File: config.mk
export PLATFORM = sky130hd
export DESIGN_NAME = line_impulse_gate
export DESIGN_NICKNAME = d
export VERILOG_FILES = /design/src/rtl/lgate_pkg.sv /design/src/rtl/lgate_line_sync.sv /design/src/rtl/lgate_expo_phase.sv /design/src/rtl/line_impulse_gate.sv
export SDC_FILE = /design/constraint.sdc
export NUM_CORES = 1
export LEC_CHECK = 0
export ABC_CLOCK_PERIOD_IN_PS = 2400
export CORE_AREA = 4 4 41 43
export CTS_BUF_LIST = sky130_fd_sc_hd__clkbuf_4
export DETAILED_ROUTE_END_ITERATION = 12
export DIE_AREA = 0 0 45 47
export DONT_BUFFER_PORTS = 1
export PLACE_DENSITY = 0.4
export SLEW_MARGIN = 20
export SYNTH_ARGS = -nofsm -noshare
export SYNTH_HDL_FRONTEND = slang
export SYNTH_SLANG_ARGS = --single-unit
File: constraint.sdc
create_clock -name clk -period 2.4 [get_ports clk]
set_clock_uncertainty 0.05 [all_clocks]
set_input_delay 0.48 -clock clk [delete_from_list [all_inputs] [get_ports clk]]
set_output_delay 0.48 -clock clk [all_outputs]
set_load 0.005 [all_outputs]
File: src/rtl/lgate_pkg.sv
package lgate_pkg;

    // Number of synchronizer stages required on the line input
    localparam int unsigned SYNC_STAGES_DEF = 2;

    typedef enum logic {
        POL_NEG = 1'b0,
        POL_POS = 1'b1
    } line_pol_e;

    // One sampled view of the line after synchronization
    typedef struct packed {
        logic      evt;   // single-cycle pulse on any line edge
        logic      rise;  // pulse is a rising edge
        line_pol_e lvl;   // synchronized line level
    } line_evt_t;

    // Line-reference flop next value: toggles per edge, falling edge clears
    function automatic logic ref_next(input logic cur, input line_evt_t e);
        logic nxt;
        nxt = cur;
        if (e.evt) begin
            nxt = ~cur;
            if (!e.rise) nxt = 1'b0;
            else         nxt = 1'b1;
        end
        return nxt;
    endfunction

    // An edge may fire when its new level differs from the last fired impulse,
    // i.e. matches the stored "next permitted" polarity
    function automatic logic edge_permitted(input line_pol_e lvl, input logic next_pol);
        return (lvl == line_pol_e'(next_pol));
    endfunction

endpackage

File: src/rtl/lgate_line_sync.sv
module lgate_line_sync
    import lgate_pkg::*;
#(
    parameter int unsigned STAGES = SYNC_STAGES_DEF
) (
    input  logic      clk,
    input  logic      rst,
    input  logic      pol_i,
    output line_evt_t ev_o,
    output logic      ref_q_o
);
    localparam int unsigned ST = (STAGES < 2) ? 2 : STAGES;

    logic [ST-1:0] sh;
    logic          prev;
    logic          ref_q;
    line_evt_t     ev;

    always_ff @(posedge clk) begin
        if (rst) begin
            sh   <= '0;
            prev <= 1'b0;
        end else begin
            sh   <= {sh[ST-2:0], pol_i};
            prev <= sh[ST-1];
        end
    end

    always_comb begin
        ev.evt  = sh[ST-1] ^ prev;
        ev.rise = sh[ST-1] & ~prev;
        ev.lvl  = line_pol_e'(sh[ST-1]);
    end

    always_ff @(posedge clk) begin
        if (rst) ref_q <= 1'b0;
        else     ref_q <= ref_next(ref_q, ev);
    end

    assign ev_o    = ev;
    assign ref_q_o = ref_q;

    assert_ref_clear_R8: assert property (@(posedge clk) disable iff (rst)
        (ev.evt && !ev.rise) |=> !ref_q);
    assert_ref_set_R8: assert property (@(posedge clk) disable iff (rst)
        ev.rise |=> ref_q);

endmodule

File: src/rtl/lgate_expo_phase.sv
module lgate_expo_phase
    import lgate_pkg::*;
#(
    parameter bit START_POL = 1'b1
) (
    input  logic      clk,
    input  logic      rst,
    input  logic      evt_i,
    input  line_pol_e lvl_i,
    input  logic      ref_q_i,
    input  logic      expo_req_i,
    output logic      fire_o,
    output logic      phase_sel_o
);
    logic ex_q;
    logic fire;

    always_comb begin
        fire = evt_i & expo_req_i & edge_permitted(lvl_i, ex_q);
    end

    always_ff @(posedge clk) begin
        if (rst)       ex_q <= START_POL;
        else if (fire) ex_q <= ~ex_q;
    end

    assign fire_o      = fire;
    assign phase_sel_o = ref_q_i ^ ex_q;

    assert_no_fire_idle_R5: assert property (@(posedge clk) disable iff (rst)
        !expo_req_i |-> !fire_o);
    assert_hold_between_R3: assert property (@(posedge clk) disable iff (rst)
        !expo_req_i |=> (ex_q == $past(ex_q)));
    assert_fire_advances_R4: assert property (@(posedge clk) disable iff (rst)
        fire_o |=> (ex_q != $past(ex_q)));

endmodule

File: src/rtl/line_impulse_gate.sv
module line_impulse_gate
    import lgate_pkg::*;
#(
    parameter int unsigned SYNC_STAGES = SYNC_STAGES_DEF,
    parameter bit          START_POL   = 1'b1
) (
    input  logic clk,
    input  logic rst,
    input  logic line_pol_i,
    input  logic expo_req_i,
    output logic fire_o,
    output logic phase_sel_o,
    output logic backup_arm_o,
    output logic timer_release_o
);
    line_evt_t ev;
    logic      ref_q;
    logic      arm_q;
    logic      rel_q;

    lgate_line_sync #(.STAGES(SYNC_STAGES)) u_sync (
        .clk     (clk),
        .rst     (rst),
        .pol_i   (line_pol_i),
        .ev_o    (ev),
        .ref_q_o (ref_q)
    );

    lgate_expo_phase #(.START_POL(START_POL)) u_phase (
        .clk         (clk),
        .rst         (rst),
        .evt_i       (ev.evt),
        .lvl_i       (ev.lvl),
        .ref_q_i     (ref_q),
        .expo_req_i  (expo_req_i),
        .fire_o      (fire_o),
        .phase_sel_o (phase_sel_o)
    );

    always_ff @(posedge clk) begin
        if (rst) begin
            arm_q <= 1'b0;
            rel_q <= 1'b0;
        end else begin
            arm_q <= expo_req_i;
            rel_q <= expo_req_i;
        end
    end

    assign backup_arm_o    = arm_q;
    assign timer_release_o = rel_q;

    assert_arm_on_R7: assert property (@(posedge clk) disable iff (rst)
        expo_req_i |=> (backup_arm_o && timer_release_o));
    assert_arm_off_R7: assert property (@(posedge clk) disable iff (rst)
        !expo_req_i |=> (!backup_arm_o && !timer_release_o));

endmodule

==> flow_metrics.py, run 1 <==
metrics = {
    "global_routing": {
        "grt_pass1_wl_um": 538,
        "grt_max_degree": 7,
        "grt-ovfl-total": 0,
        "grt_pass1_vias": 127,
        "antenna_found_initial": 0,
        "grt_use_total_pct": 4.43,
    },
    "clock_tree": {
        "cts_buffers": 3,
        "cts_tree": "yes",
        "clk_path_buf_depth": 2,
        "clk_latency_ps": 240,
        "postCtsSetupRepairBufs": 0,
        "clock-root-buffer": "clkbuf_4",
        "clk_pin_slew_ps": 50,
        "htreeDepth": 1,
        "holdBufCountCts": 0,
        "clock-sinks": 6,
        "cts_resized": 0,
    },
    "timing": {
        "finalSetupViolCount": 0,
        "worst_slew_pin_slew_ps": 168,
        "hold_viol": 0,
        "drv_slew": 0,
        "fmax_mhz": 583,
        "relSlewSlack_pct": 88.8,
        "rsz0062_at_grt": "no",
        "post-route-period-util_pct": 71.5,
        "post-route-min-period_ps": 1720,
        "setup-tns-final_ps": 0,
    },
    "status": {
        "status": "complete, no violations",
    },
    "floorplan": {
        "start_util_pct": 18.0,
        "rows": 13,
        "io_pins": 8,
        "die_x_um": 45,
        "die_area_um2": 2120,
        "die_y_um": 47,
        "core_um2": 1300,
    },
    "cells_and_area": {
        "seq_area_um2": 120,
        "fill_cells": 154,
        "syn2layout_area_growth_pct": 14.4,
        "antenna_cells": 0,
        "layout.nets": 30,
        "utilization_pct": 20.6,
        "drive_gt1_share_pct": 21.7,
        "stdcell_count": 38,
        "multi_input_area_um2": 103,
    },
    "synthesis": {
        "synth_fa_ha_area_share_pct": 5.35,
        "synth_mux_area_share_pct": 8.56,
        "synthCells": 21,
        "synth-simple-area-share_pct": 22.5,
        "yosys_warnings": 0,
        "ys_types": 10,
        "synth_area_um2": 234,
        "avgSynthCellArea_um2": 11.1,
        "synth_top_family_by_area": "simple AND/OR/NAND/NOR gates",
        "synth-compound-area-share_pct": 0,
        "yosysSeqAreaShare_pct": 51.3,
        "syn_nets": 26,
        "ys_ff_latch": 6,
        "yosys.area_share.xor_xnor_pct": 7.49,
    },
    "route": {
        "via_per_inst": 3.58,
        "drtIter0Drc": 0,
        "vias": 136,
        "drc": 0,
        "firstDrtPassIters": 1,
        "ant_nets": 0,
        "wirelength_um": 368,
        "wl_per_cell_um": 9.68,
    },
    "setup_path": {
        "arrival_ps": 1190,
        "cp-end-kind": "output port",
        "critical_path_required_ps": 1870,
        "worstPathCellList": "inv_1 -> ha_1 -> nand2b_4 -> nor2_1",
        "critical-path-slowest-cell": "ha_1",
        "critPathMaxFanout": 2,
        "cpPeakStageDelay_ps": 310,
        "start_kind": "register",
        "criticalPathCategory": "reg2out",
    },
    "power": {
        "leakagePower_uw": 0.000115,
        "power_density_nw_per_um2": 767,
        "ir_worst_vdd_mv": 0.306,
    },
    "placement": {
        "place_inst": 35,
        "gp_congestion": 0.657,
        "io_buffers": 0,
    },
    "hold_path": {
        "hold_path_class": "in2reg",
    },
    "job": {
        "cap_violations": 0,
    },
}
==> routing by layer <==
metal | part of all wire (%) | up-vias | track usage, %
met5 | 0 | - | 0
met4 | 0 | 0 | 1.75
met3 | 18 | 0 | 8.05
met2 | 42 | 9 | 4.80
met1 | 39 | 57 | 3.42
li1 | - | 70 | -
==> cell families (layout without fill, tap and decap cells) <==
group         count (synthesis)  count (layout)
simple gates                  8               8
buf+inv                       2               4
mux                           2               2
fa+ha+maj                     1               1
xor+xnor                      2               2
flops                         6               6
==> layout by cell type, fill, tap and decap left out <==
master	instances
dfxtp_1	6
nor2b_2	1
clkbuf_4	3
xor2_1	2
mux2i_1	2
ha_1	1
nor2_1	3
inv_1	1
nand2b_4	1
nor2b_1	3
==> sequential cells by signal, summed over array words and instances, names as in the netlist <==
name             count
timer_release_o      1
u_sync.prev          1
u_sync.sh            2
u_sync.ref_q_o       1
u_phase.ex_q         1
==> synth_stat cells <==
| cell type | n | area [um2] |
|---|---|---|
| buf_4 | 1 | 7.51 |
| dfxtp_1 | 6 | 120 |
| ha_1 | 1 | 12.5 |
| inv_1 | 1 | 3.75 |
| mux2i_1 | 2 | 20.0 |
| nand2b_4 | 1 | 13.8 |
| nor2_1 | 3 | 11.3 |
| nor2b_1 | 3 | 18.8 |
| nor2b_2 | 1 | 8.76 |
| xor2_1 | 2 | 17.5 |
==> area by class of cell <==
cell class	instances	share of cell area, %
flip-flops and latches	6	44.9
clock buffers	3	8.41
inverters	1	1.40
multi-input cells	13	38.3
well taps	15	7.01
==> per-stage QoR <==
| step | total power [uW] | setup WS (ps) | cell area, um2 | hold slack [ps] |
|---|---|---|---|---|
| floorplan | 115 | 985 | 234 | 364 |
| global placement | 115 | 925 | 245 | 378 |
| detailed placement | 115 | 926 | 245 | 379 |
| CTS | 212 | 657 | 268 | 241 |
| global route | 216 | 628 | 268 | 245 |
| finish | 205 | 684 | 268 | 251 |
==> critical path, delay by kind of cell (launching register included) <==
kind / cells / cell delay, ps
buffers and inverters: 1 / 40
adder cells (fa/ha/maj): 1 / 310
AND/OR/NAND/NOR: 2 / 310
flip-flops: 1 / 300
==> final timing paths <==
check                                  start         endpoint  slack (ps)  depth (start not counted)
worst min-delay path                     rst  timer_release_o         250                          1
worst max register to register   u_sync.prev     u_phase.ex_q        1340                          4
worst max-delay path             u_sync.prev           fire_o         680                          4
worst min register to register  u_sync.sh[0]     u_sync.sh[1]         390                          1
==> where the power goes <==
group          total [uW]  switching, uW  internal [uW]
Clock                91.9           35.4           56.5
Combinational        7.99           2.73           5.26
Sequential            105           1.96            103
Power figures use the tool's default switching activity.
==> run 2, diff against run 1 <==
--- a/config.mk
+++ b/config.mk
@@ -5,13 +5,14 @@
 export SDC_FILE = /design/constraint.sdc
 export NUM_CORES = 1
 export LEC_CHECK = 0
-export ABC_CLOCK_PERIOD_IN_PS = 2400
+export ABC_AREA = 1
+export ABC_CLOCK_PERIOD_IN_PS = 1500
 export CORE_AREA = 4 4 41 43
 export CTS_BUF_LIST = sky130_fd_sc_hd__clkbuf_4
 export DETAILED_ROUTE_END_ITERATION = 12
 export DIE_AREA = 0 0 45 47
 export DONT_BUFFER_PORTS = 1
-export PLACE_DENSITY = 0.4
+export PLACE_DENSITY = 0.42
 export SLEW_MARGIN = 20
 export SYNTH_ARGS = -nofsm -noshare
 export SYNTH_HDL_FRONTEND = slang
==> constraint.sdc (replaced) <==
create_clock -name clk -period 1.5 [get_ports clk]
set_clock_uncertainty 0.05 [all_clocks]
set_input_delay 0.3 -clock clk [delete_from_list [all_inputs] [get_ports clk]]
set_output_delay 0.3 -clock clk [all_outputs]
set_load 0.005 [all_outputs]
==> flow_metrics.py, run 2 <==
metrics = {
    "synthesis": {
        "synth_mux_area_share_pct": 0,
        "synth_top_family_by_area": "simple AND/OR/NAND/NOR gates",
        "synth_fa_ha_area_share_pct": 5.21,
        "synth_area_leaders": "dfxtp_1, inv_1, nor2_1",
        "synth-edff-count": 0,
        "avgSynthCellArea_um2": 7.75,
        "synthCells": 31,
        "synth_area_um2": 240,
        "yosys_warnings": 0,
        "synthTopCellsByCount": "inv_1, dfxtp_1, nor2_1, nand2_1, nand3_1",
        "synth-compound-area-share_pct": 5.73,
        "synthArstFlopShare_pct": 0,
        "synth_top_area_share_pct": 50.0,
        "yosysSeqAreaShare_pct": 50.0,
        "synth_ff_type": "dfxtp_1",
        "yosys.area_share.xor_xnor_pct": 3.65,
        "syn_nets": 36,
        "ys_ff_latch": 6,
        "ys_types": 10,
        "post-synth-top-count-cell": "inv_1",
        "synth-simple-area-share_pct": 19.8,
        "yosysTopAreaCell": "dfxtp_1",
    },
    "timing": {
        "finalSetupViolCount": 0,
        "drv_slew": 0,
        "worst_slew_pin_slew_ps": 165,
        "setup-tns-final_ps": 0,
        "rsz0062_at_grt": "yes",
        "whs_ps": 71.8,
        "relSlewSlack_pct": 89.0,
        "hold_viol": 0,
        "post-route-period-util_pct": 98.4,
        "post-route-min-period_ps": 1480,
        "fmax_mhz": 678,
    },
    "power": {
        "comb_power_share_pct": 6.8,
        "power.share.sequential_pct": 50.1,
        "clockPowerShare_pct": 43.1,
        "sw_frac_of_total_pct": 22.1,
        "power_density_nw_per_um2": 1220,
        "p_int_uw": 269,
        "ir_worst_vdd_mv": 0.326,
        "switchingPower_uw": 76.4,
        "power.total_uw": 345,
        "leakagePower_uw": 0.000140,
    },
    "floorplan": {
        "io_pins": 8,
        "start_util_pct": 18.5,
        "die_x_um": 45,
        "die_y_um": 47,
        "rows": 13,
        "die_area_um2": 2120,
        "core_um2": 1300,
    },
    "hold_path": {
        "hold_path_class": "in2reg",
        "hold_depth": 1,
    },
    "route": {
        "drtIter0Drc": 2,
        "ant_nets": 0,
        "drc": 0,
        "wl_per_cell_um": 8.43,
        "firstDrtPassIters": 2,
        "via_per_inst": 3.65,
        "wirelength_um": 413,
        "vias": 179,
    },
    "setup_path": {
        "r2r_slack_ps": 430,
        "arrival_ps": 1130,
        "worstReg2RegEnd": "u_phase.ex_q",
        "critPathMaxFanout": 3,
        "setup.worst_path.start": "u_sync.prev",
        "cp-end-kind": "output port",
        "worstReg2RegStart": "u_sync.prev",
        "start_kind": "register",
        "crit_end": "fire_o",
        "critical_path_required_ps": 1150,
        "criticalPathCategory": "reg2out",
        "r2r_cells": 6,
    },
    "global_routing": {
        "antenna_found_initial": 0,
        "grt_pass1_vias": 166,
        "grt_max_degree": 6,
        "grt-ovfl-total": 0,
        "grt_use_total_pct": 5.54,
        "grt_pass1_wl_um": 724,
    },
    "cells_and_area": {
        "stdcell_count": 49,
        "antenna_cells": 0,
        "drive_gt1_share_pct": 20.6,
        "final_cell_mix": "inv_1, nor2_1, dfxtp_1, nand2_1, clkbuf_4",
        "largest_reg_flops": 2,
        "layout.nets": 41,
        "largest_register": "u_sync.sh",
        "syn2layout_area_growth_pct": 18.2,
        "utilization_pct": 21.8,
        "final_common_cell": "inv_1",
        "fill_cells": 159,
    },
    "clock_tree": {
        "htreeDepth": 1,
        "holdBufCountCts": 0,
        "cts_buffers": 3,
        "clock-sinks": 6,
        "clock-root-buffer": "clkbuf_4",
        "clk_path_buf_depth": 2,
        "clk_pin_slew_ps": 50,
        "cts_tree": "yes",
        "clk_latency_ps": 240,
    },
    "status": {
        "status": "complete, no violations",
    },
    "placement": {
        "gp_congestion": 0.585,
        "place_inst": 45,
        "io_buffers": 0,
        "dp_hpwl_um": 322,
    },
    "job": {
        "cap_violations": 0,
    },
}
-- run 2: changes by cell type in the layout (fill, tap and decap cells not counted), moves of 2 or more --
cell	change
nor2b_1	-3
mux2i_1	-2
inv_1	+6
nand3_1	+2
nand2_1	+3
nor2_1	+3
-- run 2: worst min-delay path by stage --
stage / start / to / slack, ps
floorplan: rst / timer_release_o / 320
CTS: rst / timer_release_o / 60
detailed placement: rst / u_sync.sh[1] / 320
finish: rst / timer_release_o / 70
global placement: rst / u_sync.sh[0] / 320
global route: rst / timer_release_o / 50
-- run 2: kinds of logic (layout without fill, tap and decap cells) --
group / Yosys count / in the layout
and+or+nand+nor: 12 / 12
buffers and inverters: 9 / 12
DFF: 6 / 6
AOI/OAI and AO/OA: 2 / 2
adders and majority gates: 1 / 1
xor gates and xnor gates: 1 / 1
-- run 2: final cells by class --
cell class	count	area, um2	share of cell area (%)
clock buffer	3	22.5	7.93
inverter	8	30.0	10.6
multi-input combinational	16	85.1	30.0
sequential	6	120	42.3
tap	15	18.8	6.61
timing repair buffer	1	7.51	2.64
-- run 2: through the flow --
step,setup WS (ps),instance area (um2)
after CTS,3.79,277
after floorplan,291,240
after detailed placement,237,251
after global routing,-60.1,284
after global placement,234,251
final,24.7,284
-- run 2: power by group through the flow --
stage	logic [uW]	clock network (uW)	registers [uW]
after floorplan	19.5	0	175
after global placement	19.8	0	176
after detailed placement	20.3	0	176
after CTS	21.4	161	173
after global routing	27.6	171	174
final	23.4	149	173
-- run 2: critical path, cell delays in order, from the launching register on --
cell,delay (ps)
dfxtp_1,300
inv_1,40
ha_1,300
inv_2,80
nand2_2,60
a21oi_2,110
-- run 2: what timing repair did --
action,CTS,global route
pin swaps,1,1
setup endpoints to repair,1,1
gates resized for setup,2,0
buffers inserted,0,1
-- run 2: per-layer routing --
layer  part of all wire (%)  up-vias  wire length (um)  global-route usage (%)
met1                     47       75               195                    5.49
li1                       -       96                 -                       -
met5                      0        -                 0                       0
met2                     37        6               154                    5.65
met4                    2.9        0                12                    7.02
met3                     12        2                51                    5.36
